==> config.mk <==
export PLATFORM = sky130hd
export DESIGN_NAME = dma_ctl_regs
export DESIGN_NICKNAME = d
export VERILOG_FILES = /design/src/rtl/dma_ctl_regs.sv
export SDC_FILE = /design/constraint.sdc
export NUM_CORES = 1
export LEC_CHECK = 0
export ABC_AREA = 1
export BUFFER_PORTS_ARGS = -buffer_cell sky130_fd_sc_hd__buf_2
export CORE_MARGIN = 2
export CORE_UTILIZATION = 39
export CTS_CLUSTER_DIAMETER = 40
export DETAILED_ROUTE_END_ITERATION = 10
export PLACE_DENSITY_LB_ADDON = 0.25
export RECOVER_POWER = 50
export SYNTH_ARGS = -nofsm -noshare
export SYNTH_HDL_FRONTEND = slang
export SYNTH_SLANG_ARGS = --single-unit
==> constraint.sdc <==
create_clock -name clk -period 1.68 [get_ports clk]
set_clock_uncertainty 0.05 [all_clocks]
set_input_delay 0.336 -clock clk [delete_from_list [all_inputs] [get_ports clk]]
set_output_delay 0.336 -clock clk [all_outputs]
set_load 0.1 [all_outputs]
==> src/rtl/dma_ctl_regs.sv <==
module dma_ctl_regs #(
  parameter int ADDR_W = 16,
  parameter int BASE   = 0,
  parameter int SHIFT  = 0
) (
  input  logic              clk,
  input  logic              rst_n,
  input  logic              wr_en,
  input  logic              rd_en,
  input  logic [ADDR_W-1:0] addr,
  input  logic [7:0]        wdata,
  output logic [7:0]        rdata,
  input  logic [3:0]        dreq_hold,
  input  logic [3:0]        dreq_rel,
  input  logic [3:0]        tc_set,
  output logic [7:0]        cmd_o,
  output logic              unsup_o,
  output logic [3:0]        mask_o,
  output logic [3:0]        req_o,
  output logic [3:0]        tc_o,
  output logic [31:0]       mode_o,
  output logic [3:0]        autoinit_o,
  output logic [3:0]        decr_o,
  output logic [3:0]        verify_o,
  output logic              ff_clr_o
);
  localparam int NCH = 4;
  localparam logic [ADDR_W-1:0] WIN_START = ADDR_W'(BASE + (8 << SHIFT));
  localparam logic [ADDR_W-1:0] WIN_SIZE  = ADDR_W'(8 << SHIFT);
  localparam logic [7:0] UNSUP_BITS = 8'hFB;

  logic [ADDR_W-1:0] off;
  logic              hit;
  logic [2:0]        port;
  logic [1:0]        ch;

  assign off  = addr - WIN_START;
  assign hit  = off < WIN_SIZE;
  assign port = off[SHIFT+2:SHIFT];
  assign ch   = wdata[1:0];

  logic wr_cmd, wr_req, wr_smask, wr_mode, wr_ffc, wr_mrst, wr_clrm, wr_allm;
  assign wr_cmd   = wr_en && hit && port == 3'd0;
  assign wr_req   = wr_en && hit && port == 3'd1;
  assign wr_smask = wr_en && hit && port == 3'd2;
  assign wr_mode  = wr_en && hit && port == 3'd3;
  assign wr_ffc   = wr_en && hit && port == 3'd4;
  assign wr_mrst  = wr_en && hit && port == 3'd5;
  assign wr_clrm  = wr_en && hit && port == 3'd6;
  assign wr_allm  = wr_en && hit && port == 3'd7;

  logic [7:0] cmd_q, status_q, status_n;
  logic [3:0] mask_q;
  logic       unsup_q, ff_q;
  logic [7:0] mode_q [NCH];

  always_comb begin
    status_n = status_q;
    if (wr_req) begin
      status_n[{1'b1, ch}] = wdata[2];
      status_n[{1'b0, ch}] = 1'b0;
    end
    status_n[7:4] = (status_n[7:4] | dreq_hold) & ~dreq_rel;
    status_n[3:0] = status_n[3:0] | tc_set;
    if (wr_mrst) status_n = '0;
  end

  always_ff @(posedge clk or negedge rst_n) begin
    if (!rst_n) begin
      cmd_q    <= '0;
      status_q <= '0;
      mask_q   <= '1;
      unsup_q  <= 1'b0;
      ff_q     <= 1'b0;
    end else begin
      status_q <= status_n;
      ff_q     <= wr_ffc || wr_mrst;
      if (wr_mrst) begin
        cmd_q   <= '0;
        unsup_q <= 1'b0;
        mask_q  <= '1;
      end else begin
        if (wr_cmd) begin
          cmd_q <= wdata;
          if ((wdata & UNSUP_BITS) != 8'h00) unsup_q <= 1'b1;
        end
        if (wr_smask) mask_q[ch] <= wdata[2];
        if (wr_clrm)  mask_q <= '0;
        if (wr_allm)  mask_q <= wdata[3:0];
      end
    end
  end

  for (genvar i = 0; i < NCH; i++) begin : g_mode
    always_ff @(posedge clk or negedge rst_n) begin
      if (!rst_n)                          mode_q[i] <= '0;
      else if (wr_mode && ch == 2'(i))     mode_q[i] <= wdata;
    end
    assign mode_o[8*i +: 8] = mode_q[i];
    assign autoinit_o[i]    = mode_q[i][4];
    assign decr_o[i]        = mode_q[i][5];
    assign verify_o[i]      = mode_q[i][3:2] == 2'b00;
  end

  always_comb begin
    rdata = '0;
    if (rd_en && hit) begin
      if (port == 3'd0)      rdata = status_q;
      else if (port == 3'd1) rdata = {4'b0, mask_q};
    end
  end

  assign cmd_o    = cmd_q;
  assign unsup_o  = unsup_q;
  assign mask_o   = mask_q;
  assign req_o    = status_q[7:4];
  assign tc_o     = status_q[3:0];
  assign ff_clr_o = ff_q;
endmodule

==> results summary <==
The full die area is 7550 sq um. The endpoint of the worst-slack reg-to-reg timing path is status_q[6]. The area inside the core boundary is 6720 sq um. The post-synthesis to final-layout area growth is 60.1%.

The post-synthesis simple-gate area fraction came out at 29.3%. Once the floorplan was initialized, standard cells occupied 39.9% of the core. Of the total power, the clock network draws 33.3%. The total internal power came out at 1.72 mW. The combined area of the multi-input logic cells is 1440 sq um. For this design the static power due to leakage is 2.20 nW. The first TritonRoute pass finished after 4 iterations. The most prevalent standard cell on the critical path is sky130_fd_sc_hd__nand2_2. The met2 layer usage reported by global route came out at 32.2%. The antenna violation net count after detailed routing came out at 0. The detailed-route wire length per cell came out at 14.6 microns. Clock tree synthesis selected as its root buffer the cell sky130_fd_sc_hd__clkbuf_8. The net count of the mapped netlist came out at 381.

The total overflow left after global routing is 0. The arrival time at the worst endpoint came out at 1.50 ns. The number of buffers created by CTS is 5. The worst path uses 113% of the clock period. TritonCTS built the clock tree. Timing would allow up to 529 MHz. The unique cell type count in the Yosys netlist is 27. The combinational family with the most area after synthesis is simple AND/OR/NAND/NOR gates. The worst setup path is launched from a primary input. The worst hold path passes through 2 cells. By startpoint and endpoint, the worst setup path is classified as primary input to output pin. Summing the areas of all fa, ha and maj instances in the mapped netlist gives 0.467% of the synthesized area.

The number of levels in the clock H-tree came out at 2. At the pin with the least slew margin, the transition time is 0.733 ns. The fraction of power consumed by sequential logic came out at 53.7%. At the worst endpoint, the required time is 1.29 ns.

Setup violations remaining at the end of the flow were counted as 57. The sequential cells in the finished layout cover a total of 1380 sq um. The accumulated negative setup slack came out at -6.34 ns.

The number of flip-flops and latches in the synthesized netlist came out at 54. In the final layout, the share of cells above drive strength 1 is 51.1%. The worst register-to-register path has a depth of 4. In this run the horizontal extent of the chip is 86.9 microns.

The fraction of synthesized area in multiplexers is 0%. The synthesized netlist devotes 0% of its cell area to XOR and XNOR gates. The number of standard cells in the layout, taps in and fillers out came out at 561.

The synthesized netlist devotes 9.10% of its cell area to compound gates. The number of failing hold endpoints at the final stage is 0. The detailed-placement wirelength estimate is 5.64 mm. The proportion of total power due to net switching came out at 29.5%. The routed via count divided by cell count came out at 4.97. The pre-CTS setup slack is -0.435 ns.

The path with the worst hold slack has its endpoint at status_q[5]. The worst register-to-register path begins at status_q[6]. The first global-routing pass estimated 11.6 mm of wire. The worst setup path is captured at an output pin. Summing all placed instances gives a cell area of 3770 sq um. In this run the worst path has a maximum fanout of 8. The pin count of the biggest net entering global routing came out at 55. The mapped cell area is 2680 sq um. Dividing the synthesized area by the synthesized cell count gives 7.88 sq um. The number of inserted diodes came out at 0. The analysis attributes to net switching a power of 722 uW. In the global route stage, overall resource usage came out at 19.8%. Of the total power, combinational logic draws 13.0%. Total power for the finished layout comes to 2.44 mW. The number of placed I/O pins came out at 114. The worst IR drop on VDD is 0.000494 V.

The initial antenna violation count is 0. The layer flagged by global routing as most heavily used is met2. The total clock sinks came out at 54. The clock edge transition at the registers on the reported setup and hold paths is 0.11 ns.

For this run, the number of Yosys warnings is 0. Once placement completed, the tool counted placed cells totaling 538. The post-route worst setup slack is -0.211 ns.

The final route contains 2790 vias. Setup repair after global routing could not meet its margin everywhere. Walking the worst path, the cells encountered are buf_8, inv_12, ha_4, inv_2, nand2_2, nand2_2, nor2_4, nand4_1, buf_6, a21oi_4, buf_12.

At the later pin of the worst-skew pair, clock insertion delay measures 0.32 ns. The total power divided by cell area came out at 569 nW/um^2. The run finished, with violations left. The sequential element share of the synthesized area is 50.6%. The number of DRC violations after detailed routing is 0. The chip height came out at 86.9 microns. In this run the tool buffered the top-level ports with 113 buffer cells.

The number of global-route vias before repair came out at 2375. The finished cells cover 4290 sq um. The met1 global-route usage came out at 27.9%. The clock passes through at most 2 buffers. The placement row count is 30. The max capacitance violation total came out at 0. The number of fillers in the final layout came out at 585.

The startpoint identified for the worst hold timing path is dreq_rel[1]. In the synthesized netlist, the number of instances is 340. The slowest stage of the critical path belongs to the cell sky130_fd_sc_hd__buf_12. In the global route stage, met3 resource usage came out at 3.13%. Setup slack on the worst reg-to-reg path comes out at 0.77 ns. In this run the worst hold path is classified as primary input to flop. The checks that failed: setup timing. Measured against its own limit, the worst slew margin works out to 51.1%. The number of pins with negative max-slew slack in the final report is 0. The final routed wirelength across all metal layers came out at 8.19 mm.

The critical path's largest stage delay came out at 0.19 ns. At the end of routability-driven placement, the weighted congestion stood at 0.896. The net count of the finished layout is 521. The smallest clock period supported by the final layout is computed as 1.89 ns. The detailed router's first-iteration violation count came out at 146.
## synthesized netlist by cell type, drive strengths merged
cell type | number | area [sq um]
dfstp | 4 | 105
inv | 48 | 180
nor3b | 3 | 22.5
a41oi | 1 | 8.76
nor2 | 45 | 179
buf | 13 | 91.3
nand3 | 11 | 75.1
a21oi | 9 | 45.0
nand3b | 4 | 30.0
nor3 | 3 | 25.0
nand2 | 103 | 392
o21ai | 38 | 190
nand4 | 4 | 61.3
ha | 1 | 12.5
dfrtp | 50 | 1250
clkbuf | 3 | 11.3
## worst max-delay path: cells and delay by family
kind,cells,cell delay (ns)
and+or+nand+nor,4,0.33
adders and majority gates,1,0.13
AOI/OAI and AO/OA,1,0.15
buffers and inverters,5,0.56
## routing by layer
metal | vias to the layer above | routed length [microns] | share of wire, %
li1 | 1347 | - | -
met1 | 1345 | 3590 | 44
met2 | 89 | 4140 | 50
met3 | 9 | 386 | 4.7
met4 | 0 | 84 | 1.0
met5 | - | 0 | 0
## cell usage in the layout (no fill, tap or decap), types with 2 or more instances in the layout
master	instances
sky130_fd_sc_hd__a21oi_1	4
sky130_fd_sc_hd__a21oi_4	4
sky130_fd_sc_hd__buf_12	12
sky130_fd_sc_hd__buf_2	90
sky130_fd_sc_hd__buf_4	21
sky130_fd_sc_hd__buf_6	8
sky130_fd_sc_hd__buf_8	3
sky130_fd_sc_hd__clkbuf_2	5
sky130_fd_sc_hd__clkbuf_4	3
sky130_fd_sc_hd__clkbuf_8	5
sky130_fd_sc_hd__dfrtp_1	34
sky130_fd_sc_hd__dfrtp_2	16
sky130_fd_sc_hd__dfstp_2	3
sky130_fd_sc_hd__inv_1	41
sky130_fd_sc_hd__inv_2	4
sky130_fd_sc_hd__nand2_1	75
sky130_fd_sc_hd__nand2_2	23
sky130_fd_sc_hd__nand2_4	4
sky130_fd_sc_hd__nand2_8	2
sky130_fd_sc_hd__nand3_1	5
sky130_fd_sc_hd__nand3_4	9
sky130_fd_sc_hd__nand3b_1	4
sky130_fd_sc_hd__nand4_4	3
sky130_fd_sc_hd__nor2_1	34
sky130_fd_sc_hd__nor2_2	4
sky130_fd_sc_hd__nor2_4	7
sky130_fd_sc_hd__nor3b_2	3
sky130_fd_sc_hd__o21ai_0	6
sky130_fd_sc_hd__o21ai_1	28
sky130_fd_sc_hd__o21ai_2	4
## cells by family (layout without fill, tap and decap cells)
family,after synthesis,count (layout)
fa+ha+maj,1,1
flops,54,54
simple gates,173,178
buf+inv,64,200
compound gates,48,48
## state kept, by name, indices dropped and copies added, names as in the netlist
name	cells
mode_o	24
cmd_o	8
decr_o	4
ff_clr_o	1
status_q	8
mask_o	4
autoinit_o	4
unsup_o	1
## worst max-delay path by stage
stage,end,depth (start not counted),start
floorplan,rdata[0],6,addr[4]
global placement,mask_o[3],15,addr[4]
detailed placement,mask_o[1],15,addr[4]
CTS,rdata[2],9,addr[4]
global route,mask_o[3],19,addr[4]
finish,rdata[2],11,addr[4]
## metrics by stage
step | hold WS (ns) | util (%)
6_report | 0.112 | 63.9
5_1_grt | 0.109 | 63.9
4_1_cts | 0.105 | 59.0
3_5_place_dp | 0.308 | 56.1
3_3_place_gp | 0.306 | 56.1
2_1_floorplan | -0.00959 | -
## power by group through the flow
stage | Sequential (mW) | Clock, mW | Combinational, mW
5_1_grt | 1.31 | 0.877 | 0.344
2_1_floorplan | 1.39 | 0 | 0.0899
3_3_place_gp | 1.34 | 0 | 0.277
4_1_cts | 1.31 | 0.827 | 0.296
6_report | 1.31 | 0.812 | 0.318
3_5_place_dp | 1.34 | 0 | 0.282
## layout make-up
| cell class | instances | share of cell area, % |
|---|---|---|
| multi-input cells | 227 | 33.6 |
| flip-flops and latches | 54 | 32.1 |
| repair buffers | 144 | 24.8 |
| inverters | 48 | 4.84 |
| well taps | 80 | 2.33 |
| clock buffers | 5 | 1.60 |
| clock inverters | 3 | 0.671 |
## timing repair
action,CTS,global route
setup endpoints to repair,59,60
setup buffers,2,6
hold buffers,1,0
resized for setup,18,66
pin swaps,5,17
hold endpoints to repair,50,0
gates cloned,0,7
(Power assumes the default switching activity.)
